==> src/rtl/alarm_pkg.sv <==
package alarm_pkg;
  localparam int OFS_INTERVAL = 0;
  localparam int OFS_COUNT    = 1;
  localparam int OFS_RUN      = 2;
  localparam int OFS_IRQ_EN   = 3;
  localparam int OFS_STATUS   = 4;
  localparam int OFS_WAKE_EN  = 5;
endpackage

==> src/rtl/alarm_regs.sv <==
module alarm_regs
  import alarm_pkg::*;
#(
  parameter int DATA_W = 32,
  parameter int ADDR_W = 3
) (
  input  logic              clk,
  input  logic              rst_n,
  input  logic              we,
  input  logic [ADDR_W-1:0] addr,
  input  logic [DATA_W-1:0] wdata,
  input  logic [DATA_W-1:0] cnt,
  input  logic              pend,
  output logic [DATA_W-1:0] rdata,
  output logic              run,
  output logic              ie,
  output logic              wk,
  output logic              load,
  output logic              clr
);
  logic [DATA_W-1:0] interval_q;

  // address decode for the write strobes
  assign load = we && (addr == ADDR_W'(OFS_INTERVAL));
  assign clr  = we && (addr == ADDR_W'(OFS_STATUS)) && wdata[0];

  always_ff @(posedge clk) begin
    if (!rst_n) begin
      interval_q <= '0;
      run        <= 1'b0;
      ie         <= 1'b0;
      wk         <= 1'b0;
    end else if (we) begin
      case (addr)
        ADDR_W'(OFS_INTERVAL): interval_q <= wdata;
        ADDR_W'(OFS_RUN):      run        <= wdata[0];
        ADDR_W'(OFS_IRQ_EN):   ie         <= wdata[0];
        ADDR_W'(OFS_WAKE_EN):  wk         <= wdata[0];
        default: ;
      endcase
    end
  end

  always_comb begin
    rdata = '0;
    case (addr)
      ADDR_W'(OFS_INTERVAL): rdata = interval_q;
      ADDR_W'(OFS_COUNT):    rdata = cnt;
      ADDR_W'(OFS_RUN):      rdata[0] = run;
      ADDR_W'(OFS_IRQ_EN):   rdata[0] = ie;
      ADDR_W'(OFS_STATUS):   rdata[0] = pend;
      ADDR_W'(OFS_WAKE_EN):  rdata[0] = wk;
      default:               rdata = '0;
    endcase
  end
endmodule

==> src/rtl/alarm_counter.sv <==
module alarm_counter #(
  parameter int DATA_W = 32
) (
  input  logic              clk,
  input  logic              rst_n,
  input  logic              load,
  input  logic [DATA_W-1:0] load_val,
  input  logic              run,
  input  logic              tick,
  output logic [DATA_W-1:0] cnt,
  output logic              fire
);
  localparam logic [DATA_W-1:0] ONE = DATA_W'(1);

  logic step;
  assign step = run && tick && (cnt != '0) && !load;
  // a load takes the place of the last decrement, so it also suppresses the expiry
  assign fire = step && (cnt == ONE);

  always_ff @(posedge clk) begin
    if (!rst_n)    cnt <= '0;
    else if (load) cnt <= load_val;
    else if (step) cnt <= cnt - ONE;
  end
endmodule

==> src/rtl/alarm_pending.sv <==
module alarm_pending (
  input  logic clk,
  input  logic rst_n,
  input  logic set,
  input  logic clr,
  output logic pend
);
  always_ff @(posedge clk) begin
    if (!rst_n)   pend <= 1'b0;
    else if (set) pend <= 1'b1;  // a set beats a clear in the same cycle
    else if (clr) pend <= 1'b0;
  end
endmodule

==> src/rtl/countdown_alarm.sv <==
module countdown_alarm #(
  parameter int DATA_W = 32,
  parameter int ADDR_W = 3
) (
  input  logic              clk,
  input  logic              rst_n,
  input  logic              sec_tick,
  input  logic              reg_we,
  input  logic [ADDR_W-1:0] reg_addr,
  input  logic [DATA_W-1:0] reg_wdata,
  output logic [DATA_W-1:0] reg_rdata,
  output logic              irq,
  output logic              wake
);
  logic [DATA_W-1:0] cnt_q;
  logic pend_q, run_q, ie_q, wk_q, load_s, clr_s, fire_s;

  alarm_regs #(.DATA_W(DATA_W), .ADDR_W(ADDR_W)) u_regs (
    .clk(clk), .rst_n(rst_n), .we(reg_we), .addr(reg_addr), .wdata(reg_wdata),
    .cnt(cnt_q), .pend(pend_q), .rdata(reg_rdata),
    .run(run_q), .ie(ie_q), .wk(wk_q), .load(load_s), .clr(clr_s)
  );

  alarm_counter #(.DATA_W(DATA_W)) u_cnt (
    .clk(clk), .rst_n(rst_n), .load(load_s), .load_val(reg_wdata),
    .run(run_q), .tick(sec_tick), .cnt(cnt_q), .fire(fire_s)
  );

  alarm_pending u_pend (
    .clk(clk), .rst_n(rst_n), .set(fire_s), .clr(clr_s), .pend(pend_q)
  );

  assign irq  = pend_q && ie_q;
  assign wake = pend_q && wk_q;
endmodule

==> config.mk <==
export PLATFORM = sky130hd
export DESIGN_NAME = countdown_alarm
export DESIGN_NICKNAME = d
export VERILOG_FILES = /design/src/rtl/alarm_pkg.sv /design/src/rtl/alarm_regs.sv /design/src/rtl/alarm_counter.sv /design/src/rtl/alarm_pending.sv /design/src/rtl/countdown_alarm.sv
export SDC_FILE = /design/constraint.sdc
export NUM_CORES = 1
export LEC_CHECK = 0
export BUFFER_PORTS_ARGS = -buffer_cell sky130_fd_sc_hd__buf_2
export CAP_MARGIN = 10
export CORE_MARGIN = 10
export CORE_UTILIZATION = 33
export DETAILED_ROUTE_END_ITERATION = 10
export PLACE_DENSITY = 0.63
export SLEW_MARGIN = 20
export SYNTH_ARGS = -nofsm -noshare
export SYNTH_HDL_FRONTEND = slang
export SYNTH_HIERARCHICAL = 1
export SYNTH_SLANG_ARGS = --single-unit
==> constraint.sdc <==
create_clock -name clk -period 6 [get_ports clk]
set_clock_uncertainty 0.05 [all_clocks]
set_input_delay 0.6 -clock clk [delete_from_list [all_inputs] [get_ports clk]]
set_output_delay 0.6 -clock clk [all_outputs]
set_load 0.01 [all_outputs]
**Word level (Yosys, flattened, before mapping)**

Cells that the tools add are included.

- Flip-flop bits (word level): 68
- Bits in latches: 0
- Bits in writable memories: 0
- Memory bits (read-only): 0
- Output and inout port bits: 34
- Logic and storage cells: 37
- Memories kept: 0

- Add/sub/neg operators: 1
- $mul: 0
- Div/mod/pow operators: 0
- Order comparisons: 0
- Equality and inequality tests: 6
- Shift operators: 0
- Mux-type cells: 6
- Bitwise operators: 0
- Reduce and logical (&&, ||, !) cells: 18

Operator list:

| kind | number |
|---|---|
| 32-bit 2-to-1 mux | 2 |
| 31-bit case mux with 2 select lines | 1 |
| 32-bit by 1-bit == test with 1-bit output (second input constant) | 1 |
| 32-bit nonzero test | 1 |
| 32-bit by 1-bit subtractor with 32-bit output (second input constant) | 1 |
| 1-bit logical AND | 9 |
| 2-bit AND reduction | 4 |
| 3-bit by 2-bit == test with 1-bit output (second input constant) | 2 |
| 3-bit == test (second input constant) | 2 |
| 1-bit case mux with 6 select lines | 1 |
| 2-bit nonzero test | 2 |
| 3-bit by 1-bit == test with 1-bit output (second input constant) | 1 |
| 3-bit logical NOT | 1 |
| 1-bit 2-to-1 mux | 2 |
| 1-bit logical NOT | 1 |

**Logic depth before layout (Yosys ltp)**

- Word-level depth: 6
- Depth in mapped cells: 10
- Mapped depth without buffers: 7

**Hierarchy**

Netlist, hierarchy kept.

Modules (own cells, without submodules):

| module | instances | cells an instance | area an instance (µm²) | sequential area each (µm²) |
|---|---|---|---|---|
| alarm_counter | 1 | 243 | 1980.6 | 640.6 |
| alarm_regs | 1 | 200 | 1732.9 | 700.7 |
| alarm_pending | 1 | 3 | 41.3 | 20.0 |
| countdown_alarm | 1 | 2 | 12.5 | 0.0 |

**Worst setup path after synthesis**

OpenSTA, ideal clock, no wires.

- Kind: input-to-reg
- From: in reg_addr[0]
- To: reg u_pend.pend
- Library setup time: 115 ps
- Arrival time: 2188 ps
- Data required time: 5835 ps
- Slack: 3647 ps
- Stages: 10
- Path buffers: 3
- Cell sequence: buf_6 -> or4b_4 -> buf_6 -> clkinv_4 -> buf_6 -> clkinv_1 -> and3_1 -> nand4_1 -> nor3_1 -> o21a_1

- Cells in the longest elaborated chain, start to end: 6
- Elaborated cells between the ends (all ways): 10
- Classes of those cells: eq/ne (1); mux (1); reduce/logical (8)

RTL lines:

| item | line | RTL |
|---|---|---|
| from (decl) | countdown_alarm.sv:9 | `input logic [ADDR_W-1:0] reg_addr,` |
| 3-bit logical NOT * | alarm_regs.sv:24 | `assign load = we && (addr == ADDR_W'(OFS_INTERVAL));` |
| 1-bit logical AND * | alarm_regs.sv:24 |  |
| net load_s | countdown_alarm.sv:16 | `logic pend_q, run_q, ie_q, wk_q, load_s, clr_s, fire_s;` |
| 1-bit logical NOT * | alarm_counter.sv:16 | `assign step = run && tick && (cnt != '0) && !load;` |
| 1-bit logical AND * | alarm_counter.sv:16 |  |
| 1-bit logical AND * | alarm_counter.sv:18 | `assign fire = step && (cnt == ONE);` |
| net fire_s | countdown_alarm.sv:16 |  |
| 1-bit 2-to-1 mux / 2-bit nonzero test (equally long branches) | n/a |  |
| to (signal assigned) | alarm_pending.sv:9 | `if (!rst_n) pend <= 1'b0;` |
| to (signal assigned) | alarm_pending.sv:10 | `else if (set) pend <= 1'b1;` |
| to (signal assigned) | alarm_pending.sv:11 | `else if (clr) pend <= 1'b0;` |
| to (decl) | alarm_pending.sv:6 | `output logic pend` |

The timed path passes the listed nets; every way through them passes the cells marked *.
A chain may end at the register's enable or synchronous reset.

**Final worst setup path**

- From: in reg_addr[1]
- To: reg u_cnt.cnt[14]

- Cells in the longest elaborated chain, start to end: 5
- Elaborated cells between the ends (all ways): 6
- Classes of those cells: mux (1); reduce/logical (5)

RTL lines:

| item | line | RTL |
|---|---|---|
| 3-bit logical NOT * | alarm_regs.sv:24 |  |
| 1-bit logical AND * | alarm_regs.sv:24 |  |
| net load_s | countdown_alarm.sv:16 |  |
| 1-bit logical NOT | alarm_counter.sv:16 |  |
| 1-bit logical AND | alarm_counter.sv:16 |  |
| 2-bit nonzero test (no source line) | n/a |  |
| to (signal assigned) | alarm_counter.sv:22 | `else if (load) cnt <= load_val;` |
| to (signal assigned) | alarm_counter.sv:23 | `else if (step) cnt <= cnt - ONE;` |
| to (decl) | alarm_counter.sv:10 | `output logic [DATA_W-1:0] cnt,` |

Marks and branches as above.

==> impl_metrics.tcl <==
set metrics [dict create \
    status "finished, final reports clean" \
    start_util 0.342 \
    stdcell_area_mm2 0.00446 \
    crit_chain "buf_2 > or4b_4 > clkinv_4 > clkinv_1 > buf_4 > o21ai_0 > a21oi_1" \
    gp_congestion 0.809 \
    ys_seq_area_frac 0.361 \
    rsz0062_at_grt "no" \
    cp_num_buf_inv 4 \
    grt_use_total 0.128 \
    cts_made_buffers 9 \
    overflow 0 \
    yosysUniqueCellTypes 61 \
    h-tree-depth 3 \
    drv_cap 0 \
    p_leak_nw 1.68 \
    tns_ns 0 \
    antenna_found_initial 0 \
    drv_slew 0 \
    slowest_delay_ns 0.76 \
    yosys_warnings 6 \
    post-route-period-util 0.516 \
    drc 0 \
    portBuffers 72 \
    rr_endpoint "u_cnt/cnt[5]$_SDFFE_PN0P_" \
    min_path_cells 2 \
    cp_slowest_cell "or4b_4" \
    hold_path_end "u_regs/interval_q[25]$_SDFFE_PN0P_" \
    viasPerCell 5.52 \
    synthTopCellsByArea "dfxtp_1 36%, nand2_1 7.7%, a22o_1 7.2%, a21boi_1 5.6%, o21ai_0 3.7%" \
    cts-resized-gates 0 \
    fillers 1111 \
    synth_nets 489 \
    r2r_setup_slack_ns 3.24 \
    clock-sinks 68 \
    holdCritPathClass "flip-flop to flip-flop" \
    synthCells 448 \
    hold_violations 0 \
    nNetsFinal 545 \
    worstPathRequired_ns 6.15 \
    detailedRoute.firstPassIterationCount 4 \
    drt_wl_total_mm 10.5 \
    first_global_vias 3361 \
    reg2reg_from "u_cnt/cnt[28]$_SDFFE_PN0P_" \
    ant_nets 0 \
    core-area_mm2 0.0110 \
    fin_crit_ns 3.10 \
    path_max_fanout 44 \
    syn_avg_cell_area_um2 8.41 \
    synth-main-ff-cell "dfxtp_1" \
    critPathKind "input pin to flip-flop" \
    die_area_mm2 0.0161 \
    wl_per_cell_um 16.2 \
    ioPinCount 73 \
    die_w_um 127 \
    maxSlewHeadroom 0.418 \
    placed_area_mm2 0.00419 \
    worst_pin_slew_ns 0.867 \
    setup_violations 0 \
    netlist_area_mm2 0.00377 \
    diodes 0 \
    end_kind "flip-flop" \
    yosysTopAreaCell "dfxtp_1" \
    critPathTopFamily "buffers and inverters" \
    grt_max_degree 46 \
    start_kind "input pin" \
    synth_seq_cells 68 \
    hold_buffers 0 \
    hold_start "u_regs/interval_q[25]$_SDFFE_PN0P_" \
    synth_top_area_frac 0.361 \
    hpwl_mm 7.38 \
    cts.path.max_buffers 2 \
    die_h_um 127 \
    rows 38 \
    synthToLayoutAreaGrowth_pct 18.3 \
    synthArstFlopShare 0 \
    path_clk_slew_ns 0.05 \
    vias 3571 \
    layout-drive-gt1-share 0.215 \
    ir_drop_v 0.000130 \
    cts_tree "built" \
    first_iter_violations 264 \
    synth_edf_count 0 \
    grt_first_pass_wirelength_mm 17.4 \
    max_freq_ghz 0.323 \
    arrival_ns 3.24 \
    post-cts-setup-buffers 0 \
    cts_root_buf "clkbuf_16" \
    insertion_delay_ns 0.32 \
    power.density_mw_per_mm2 253 \
    worstRegToRegCells 5 \
]
[worst min-delay path, stage by stage, from the launching register on]
cell and delay, ns:
dfxtp_1 0.30, nand2_1 0.05, a21boi_1 0.05
[layer usage]
layer,vias to the layer above,GRT usage,share of wire
met4,0,0.0315,0.010
met1,1670,0.167,0.46
met2,95,0.202,0.47
li1,1793,-,-
met5,-,0,0
met3,13,0.0387,0.061
[synth_stat cells, types with 2 or more instances]
library cell  count
o31ai_1           6
or4_1             7
and2_1            3
inv_1             6
nor2_1            6
nand4_1           4
mux2i_1           5
o211ai_1          2
or4_4             2
nor2b_1           4
nand3_1          13
xnor2_1          11
nand4b_1          4
nor3_1            9
a31oi_1          13
a21boi_0          3
a21oi_1          18
ha_1              2
a22o_1           31
nor3b_1           3
dfxtp_1          68
nand2b_1          4
a21boi_1         28
nand2_1          77
nor4_4            2
o21ai_0          28
a31o_2            2
a211oi_1          4
a311oi_1          4
buf_6             5
o21a_1            3
and3_1            2
or2_2             2
nor4_1            5
a21o_1            3
and4_1            3
or3_1             5
buf_2             6
clkbuf_1         21
a2111oi_0         3
[stage by stage]
step / util / setup WS [ns] / cells / power, mW / hold WS [ns]
3_5_place_dp: 0.379 / 2.60 / 633 / 0.643 / 0.396
3_3_place_gp: 0.379 / 2.68 / 633 / 0.641 / 0.391
4_1_cts: 0.404 / 2.95 / 647 / 1.14 / 0.404
6_report: 0.404 / 2.90 / 647 / 1.13 / 0.400
5_1_grt: 0.404 / 2.70 / 647 / 1.18 / 0.420
2_1_floorplan: - / 3.65 / 448 / 0.598 / 0.385
[state kept, by name (all words and copies together), names as in the netlist]
name,count
u_regs/wk,1
u_regs/run,1
u_pend/pend,1
u_cnt/cnt,32
u_regs/ie,1
u_regs/interval_q,32
[layout make-up]
| type | count | area, um2 | area share |
|---|---|---|---|
| Tap cell | 140 | 175 | 0.0393 |
| Clock inverter | 3 | 40.0 | 0.00898 |
| Multi-Input combinational cell | 340 | 2220 | 0.497 |
| Inverter | 8 | 35.0 | 0.00786 |
| Clock buffer | 11 | 233 | 0.0522 |
| Timing Repair Buffer | 77 | 398 | 0.0893 |
| Sequential cell | 68 | 1360 | 0.305 |
[where the power goes]
group / switching, mW / internal [mW]
logic: 0.0969 / 0.0564
clock network: 0.178 / 0.315
registers: 0.0164 / 0.466
total: 0.292 / 0.838
[cell usage in the layout, fill, tap and decap left out, types with 6 or more instances in the layout]
cell	n
o31ai_1	6
a31oi_1	13
a21boi_1	28
nand2_1	77
o21ai_0	28
a21oi_1	18
xnor2_1	11
nor3_1	8
nor2_1	6
buf_2	72
or4_1	7
nand3_1	13
clkbuf_16	9
dfxtp_1	68
a22o_1	31
inv_1	6
[cell families (layout without fill, tap and decap cells)]
logic type / after synthesis / after routing / synth area share
muxes: 5 / 5 / 0.0133
xor gates and xnor gates: 11 / 11 / 0.0256
buffers and inverters: 40 / 99 / 0.0531
adders and majority gates: 2 / 2 / 0.00664
and+or+nand+nor: 163 / 163 / 0.237
DFF: 68 / 68 / 0.361
AOI/OAI and AO/OA: 159 / 159 / 0.303
[worst max path at each step]
stage	startpoint	endpoint	slack, ns	depth (start not counted)
2_1_floorplan	reg_addr[0]	u_pend/pend$_SDFFE_PN0P_	3.65	10
5_1_grt	reg_addr[1]	u_cnt/cnt[8]$_SDFFE_PN0P_	2.70	7
3_3_place_gp	reg_addr[1]	u_pend/pend$_SDFFE_PN0P_	2.68	8
3_5_place_dp	reg_addr[1]	u_cnt/cnt[21]$_SDFFE_PN0P_	2.60	7
6_report	reg_addr[1]	u_cnt/cnt[14]$_SDFFE_PN0P_	2.90	7
4_1_cts	reg_addr[1]	u_cnt/cnt[14]$_SDFFE_PN0P_	2.95	7
No activity file was read; power rests on OpenSTA's default activity.
